## config.mk

```make
export PLATFORM = sky130hd
export DESIGN_NAME = wdt_unlock
export DESIGN_NICKNAME = d
export VERILOG_FILES = /design/src/rtl/wdt_pkg.sv /design/src/rtl/wdt_decode.sv /design/src/rtl/wdt_feed_seq.sv /design/src/rtl/wdt_down_counter.sv /design/src/rtl/wdt_unlock.sv
export SDC_FILE = /design/constraint.sdc
export NUM_CORES = 1
export LEC_CHECK = 0
export BUFFER_PORTS_ARGS = -buffer_cell sky130_fd_sc_hd__buf_4
export CORE_ASPECT_RATIO = 1.1
export CORE_MARGIN = 8
export CORE_UTILIZATION = 45
export DETAILED_ROUTE_END_ITERATION = 12
export PLACE_DENSITY = 0.67
export SLEW_MARGIN = 5
export SYNTH_ARGS = -nofsm -noshare
export SYNTH_HDL_FRONTEND = slang
export SYNTH_SLANG_ARGS = --single-unit
```

## constraint.sdc

```tcl
create_clock -name clk -period 2.4 [get_ports clk]
set_input_delay 0.36 -clock clk [delete_from_list [all_inputs] [get_ports clk]]
set_output_delay 0.36 -clock clk [all_outputs]
set_load 0.03 [all_outputs]
```

## src/rtl/wdt_pkg.sv

```systemverilog
`timescale 1ns/1ps
package wdt_pkg;
  typedef enum logic [1:0] {
    REG_MODE  = 2'd0,
    REG_LOAD  = 2'd1,
    REG_FEED  = 2'd2,
    REG_COUNT = 2'd3
  } wdt_reg_e;

  typedef enum logic {
    SEQ_IDLE  = 1'b0,
    SEQ_ARMED = 1'b1
  } seq_st_e;

  localparam int MODE_EN_BIT   = 0;
  localparam int MODE_RSTE_BIT = 1;
  localparam int MODE_FLAG_BIT = 2;
endpackage

```

## src/rtl/wdt_decode.sv

```systemverilog
`timescale 1ns/1ps
module wdt_decode
  import wdt_pkg::*;
#(
  parameter int ADDR_W = 8
) (
  input  logic              bus_valid,
  input  logic [ADDR_W-1:0] bus_addr,
  output logic              in_window,
  output wdt_reg_e          reg_sel
);
  localparam int HI_W = ADDR_W - 2;

  assign in_window = bus_valid && (bus_addr[ADDR_W-1:2] == HI_W'(0));
  assign reg_sel   = wdt_reg_e'(bus_addr[1:0]);
endmodule

```

## src/rtl/wdt_feed_seq.sv

```systemverilog
`timescale 1ns/1ps
module wdt_feed_seq
  import wdt_pkg::*;
#(
  parameter int               KEY_W      = 8,
  parameter logic [KEY_W-1:0] KEY_FIRST  = 8'hAA,
  parameter logic [KEY_W-1:0] KEY_SECOND = 8'h55
) (
  input  logic             clk,
  input  logic             rst_n,
  input  logic             in_window,
  input  logic             is_write,
  input  wdt_reg_e         reg_sel,
  input  logic [KEY_W-1:0] key,
  output logic             feed_ok,
  output logic             seq_viol
);
  seq_st_e st_q, st_d;
  logic    feed_wr;

  assign feed_wr = in_window && is_write && (reg_sel == REG_FEED);

  always_comb begin
    st_d     = st_q;
    feed_ok  = 1'b0;
    seq_viol = 1'b0;
    case (st_q)
      SEQ_IDLE: begin
        if (feed_wr && key == KEY_FIRST) st_d = SEQ_ARMED;
      end
      SEQ_ARMED: begin
        if (in_window) begin
          st_d = SEQ_IDLE;
          if (feed_wr && key == KEY_SECOND) feed_ok  = 1'b1;
          else                              seq_viol = 1'b1;
        end
      end
      default: st_d = SEQ_IDLE;
    endcase
  end

  always_ff @(posedge clk) begin
    if (!rst_n) st_q <= SEQ_IDLE;
    else        st_q <= st_d;
  end

  AST_OK_NOT_VIOL: assert property (@(posedge clk) disable iff (!rst_n)
    feed_ok |-> !seq_viol);
  AST_VIOL_IN_WINDOW: assert property (@(posedge clk) disable iff (!rst_n)
    seq_viol |-> in_window);
  AST_ARMED_HOLDS: assert property (@(posedge clk) disable iff (!rst_n)
    (st_q == SEQ_ARMED && !in_window) |=> (st_q == SEQ_ARMED));
endmodule

```

## src/rtl/wdt_down_counter.sv

```systemverilog
`timescale 1ns/1ps
module wdt_down_counter #(
  parameter int CNT_W = 32
) (
  input  logic             clk,
  input  logic             rst_n,
  input  logic             load,
  input  logic [CNT_W-1:0] load_val,
  input  logic             tick,
  output logic [CNT_W-1:0] count,
  output logic             fire
);
  logic running_q;

  function automatic logic [CNT_W-1:0] step_down(input logic [CNT_W-1:0] c);
    return (c == '0) ? '0 : c - CNT_W'(1);
  endfunction

  function automatic logic at_end(input logic [CNT_W-1:0] c);
    return c <= CNT_W'(1);
  endfunction

  assign fire = running_q && tick && !load && at_end(count);

  always_ff @(posedge clk) begin
    if (!rst_n) begin
      count     <= '0;
      running_q <= 1'b0;
    end else if (load) begin
      count     <= load_val;
      running_q <= 1'b1;
    end else if (running_q && tick) begin
      count <= step_down(count);
      if (at_end(count)) running_q <= 1'b0;
    end
  end

  AST_CNT_STEP: assert property (@(posedge clk) disable iff (!rst_n)
    (running_q && tick && !load && count > CNT_W'(1)) |=> (count == $past(count) - CNT_W'(1)));
  AST_CNT_HOLD: assert property (@(posedge clk) disable iff (!rst_n)
    (!running_q && !load) |=> $stable(count));
  AST_FIRE_ZERO: assert property (@(posedge clk) disable iff (!rst_n)
    fire |=> (count == '0 && !running_q));
endmodule

```

## src/rtl/wdt_unlock.sv

```systemverilog
`timescale 1ns/1ps
module wdt_unlock
  import wdt_pkg::*;
#(
  parameter int               ADDR_W     = 8,
  parameter int               DATA_W     = 32,
  parameter int               CNT_W      = 32,
  parameter int               KEY_W      = 8,
  parameter logic [KEY_W-1:0] KEY_FIRST  = 8'hAA,
  parameter logic [KEY_W-1:0] KEY_SECOND = 8'h55
) (
  input  logic              clk,
  input  logic              rst_n,
  input  logic              bus_valid,
  input  logic              bus_write,
  input  logic [ADDR_W-1:0] bus_addr,
  input  logic [DATA_W-1:0] bus_wdata,
  output logic [DATA_W-1:0] bus_rdata,
  input  logic              tick,
  output logic              rst_req,
  output logic              tmo_flag
);
  logic             in_window, feed_ok, seq_viol, fire, trip, load;
  wdt_reg_e         reg_sel;
  logic [CNT_W-1:0] count, reload_q;
  logic             en_q, rste_q, flag_q;
  logic             mode_wr, reload_wr;

  wdt_decode #(.ADDR_W(ADDR_W)) u_decode (
    .bus_valid (bus_valid),
    .bus_addr  (bus_addr),
    .in_window (in_window),
    .reg_sel   (reg_sel)
  );

  wdt_feed_seq #(.KEY_W(KEY_W), .KEY_FIRST(KEY_FIRST), .KEY_SECOND(KEY_SECOND)) u_seq (
    .clk       (clk),
    .rst_n     (rst_n),
    .in_window (in_window),
    .is_write  (bus_write),
    .reg_sel   (reg_sel),
    .key       (bus_wdata[KEY_W-1:0]),
    .feed_ok   (feed_ok),
    .seq_viol  (seq_viol)
  );

  assign load = feed_ok && en_q;

  wdt_down_counter #(.CNT_W(CNT_W)) u_cnt (
    .clk      (clk),
    .rst_n    (rst_n),
    .load     (load),
    .load_val (reload_q),
    .tick     (tick),
    .count    (count),
    .fire     (fire)
  );

  assign mode_wr   = in_window && bus_write && (reg_sel == REG_MODE);
  assign reload_wr = in_window && bus_write && (reg_sel == REG_LOAD);
  assign trip      = fire || (seq_viol && en_q);

  always_ff @(posedge clk) begin
    if (!rst_n) begin
      en_q     <= 1'b0;
      rste_q   <= 1'b0;
      flag_q   <= 1'b0;
      reload_q <= '1;
      rst_req  <= 1'b0;
    end else begin
      if (mode_wr) begin
        en_q   <= en_q | bus_wdata[MODE_EN_BIT];
        rste_q <= bus_wdata[MODE_RSTE_BIT];
      end
      if (reload_wr) reload_q <= bus_wdata[CNT_W-1:0];
      flag_q  <= flag_q | trip;
      rst_req <= trip && rste_q;
    end
  end

  always_comb begin
    bus_rdata = '0;
    if (in_window) begin
      case (reg_sel)
        REG_MODE: begin
          bus_rdata[MODE_EN_BIT]   = en_q;
          bus_rdata[MODE_RSTE_BIT] = rste_q;
          bus_rdata[MODE_FLAG_BIT] = flag_q;
        end
        REG_LOAD:  bus_rdata[CNT_W-1:0] = reload_q;
        REG_COUNT: bus_rdata[CNT_W-1:0] = count;
        default:   bus_rdata = '0;
      endcase
    end
  end

  assign tmo_flag = flag_q;

  AST_REQ_ONE_CYCLE: assert property (@(posedge clk) disable iff (!rst_n)
    rst_req |=> !rst_req);
  AST_REQ_WITH_FLAG: assert property (@(posedge clk) disable iff (!rst_n)
    rst_req |-> flag_q);
  AST_EN_STICKY: assert property (@(posedge clk) disable iff (!rst_n)
    en_q |=> en_q);
  AST_FLAG_STICKY: assert property (@(posedge clk) disable iff (!rst_n)
    flag_q |=> flag_q);
  AST_LOAD_NEEDS_EN: assert property (@(posedge clk) disable iff (!rst_n)
    (feed_ok && !en_q) |=> $stable(count));
endmodule

```

==> flow_summary.ini <==
[setup_path]
crit_fanout = 11
crit_start = u_cnt.count[26]
r2r-end = u_cnt.count[22]
worstSetupEndpoint = u_cnt.count[22]
r2r_slack_ps = 50
end_kind = flop
start_kind = flop
path_class = flop to flop
r2r_cells = 8
cp.arrival_ps = 2580
reg2reg_from = u_cnt.count[26]
crit_required_ps = 2630

[yosys]
synth.ff_latch_count = 70
synthTopCellsByArea = dfxtp_1, a221oi_2, nand2_1
synth_common_cells = nand2_1, nor2_1, dfxtp_1
ys.flop_type = dfxtp_1
synth_top_area_frac = 0.3260
syn-cell-area_mm2 = 0.004299
syn-num-nets = 587
ys_warn_count = 0
syn_area_per_cell_um2 = 7.976
synth_edf_count = 0
synth_top_cell_by_area = dfxtp_1
syn_inst = 539
yosys.cell_types.count = 48
async_flop_share = 0
yosysMostFrequentCell = nand2_1
seq_area_frac_synth = 0.3260

[final_layout]
area_delta_synth_final_pct = 26.78
insertedDiodeCount = 0
layout-drive-gt1-share = 0.2648
final_cell_area_mm2 = 0.005450
final_nets = 666

[global_routing]
antenna_found_initial = 0
grtUsageTotal = 0.1795
grt_max_degree = 72
grt_overflow = 0
grt_pass1_vias = 3979
grt_pass1_wl_mm = 19.29

[timing]
timing.fmax_mhz = 425.0
hold-worst-slack_ps = 212.7
period_minus_slack_ps = 2353
fin_crit_sh = 0.9805
drv_slew = 0
relSlewSlack = 0.5514
tightest_slew_ps = 672.9
setup_viol = 0
fin_ws_ps = 46.83
rsz0062_at_grt = yes
final-hold-violation-count = 0
skew_ps = 11.10

[place]
finalWeightedCongestion = 0.7963
place_hpwl_mm = 7.938
numPortBuffers = 78
pre_cts_ws_ps = 107.7
placed_cell_area_mm2 = 0.005129

[die]
core_area_mm2 = 0.009305
die_h_um = 118.5
die_x_um = 109.2
initial_core_util = 0.4620
dieArea_mm2 = 0.01294
fp-row-count = 37
pin_count = 79

[clock_network]
path_clk_slew_ps = 80
htree_levels = 3
cts-root-buf = clkbuf_8
clockBufferDepth = 2
clock_latency_ps = 350
cts_tree = built
cts_made_buffers = 9
cts_num_sinks = 70

[drt]
drtIter0Drc = 230
post-route-drc-count = 0
vias = 4053
drt-total-wl_mm = 11.61
vias_per_cell = 5.477
dr.pass1.iters = 4
postRouteAntennaNets = 0
wl_per_cell_um = 15.69

[power_and_ir_drop]
leakage_nw = 2.448
power_mw = 2.514
peakVddDrop_mv = 0.2855
power-per-cell-area_mw_per_mm2 = 461.2

[min_path]
hold_class = primary input to flop

[run]
drv_cap = 0

[outcome]
outcome = complete, no violations
[sequential cells by signal, indices dropped and copies added, names as in the netlist]
name,cells
rst_req,1
rste_q,1
u_seq.st_q,1
en_q,1
u_cnt.running_q,1
u_cnt.count,32
tmo_flag,1
reload_q,32
[worst max-delay path: stages, from the launching register on]
cell,delay [ps]
dfxtp_2,320
or4_4,520
or3_4,350
nor4_4,260
buf_4,180
a211oi_4,110
buf_12,180
a221oi_2,220
nor2b_1,80
[cell type report]
class / count / area, µm²
Timing Repair Buffer: 106 / 888.4
Clock inverter: 5 / 105.1
Inverter: 4 / 15.01
Tap cell: 117 / 146.4
Clock buffer: 11 / 151.4
Fill cell: 857 / 3855
Multi-Input combinational cell: 427 / 2741
Sequential cell: 70 / 1403
[worst min path at each step]
stage,start,endpoint,slack [ps],cells after the start
floorplan,reload_q[0],reload_q[0],460,2
global placement,reload_q[31],reload_q[31],480,2
detailed placement,reload_q[29],reload_q[29],480,2
CTS,bus_wdata[10],reload_q[10],200,3
global route,bus_wdata[10],reload_q[10],210,3
finish,bus_wdata[10],reload_q[10],210,3
[per-stage QoR]
stage	utilization	TNS [ps]	instances
6_report	0.5857	0	740
4_1_cts	0.5787	0	737
5_1_grt	0.5857	-20.14	740
2_1_floorplan	-	0	539
3_5_place_dp	0.5512	0	721
3_3_place_gp	0.5512	0	721
[timing repair]
item / in CTS / in global routing
resized for setup: 0 / 5
endpoints found under the setup margin: 0 / 6
hold buffers: 0 / 0
hold endpoints to repair: 0 / 0
buffers inserted: 0 / 2
[layout by cell type (no fill, tap or decap), drive strengths merged, types with 10 or more instances in the layout]
cell type,synthesis,final
nand2,108,108
buf,14,105
nor2,72,72
dfxtp,70,70
nand3,37,37
nor2b,33,33
mux2i,31,31
a221oi,28,28
xor2,24,24
nor3,19,19
clkbuf,24,12
nor4,10,10
[routing by layer]
layer | wire length [µm] | global-route usage
met4 | 125 | 0.04649
met2 | 5513 | 0.2912
met3 | 761 | 0.04783
met1 | 5211 | 0.2284
met5 | 0 | 0
[where the power goes]
group          internal (mW)  switching (mW)
Clock                  0.747           0.453
Combinational         0.0857          0.0663
Sequential              1.16        0.000686
Total                   1.99           0.520
[kinds of logic after synthesis]
kind of cell               Yosys count  share of synthesized area
and+or+nand+nor                    312                     0.3522
DFF                                 70                     0.3260
AOI/OAI and AO/OA                   51                     0.1330
buffers and inverters               42                    0.04511
muxes                               34                    0.08003
xor gates and xnor gates            27                    0.05501
adders and majority gates            3                   0.008732
(Power assumes the default switching activity.)
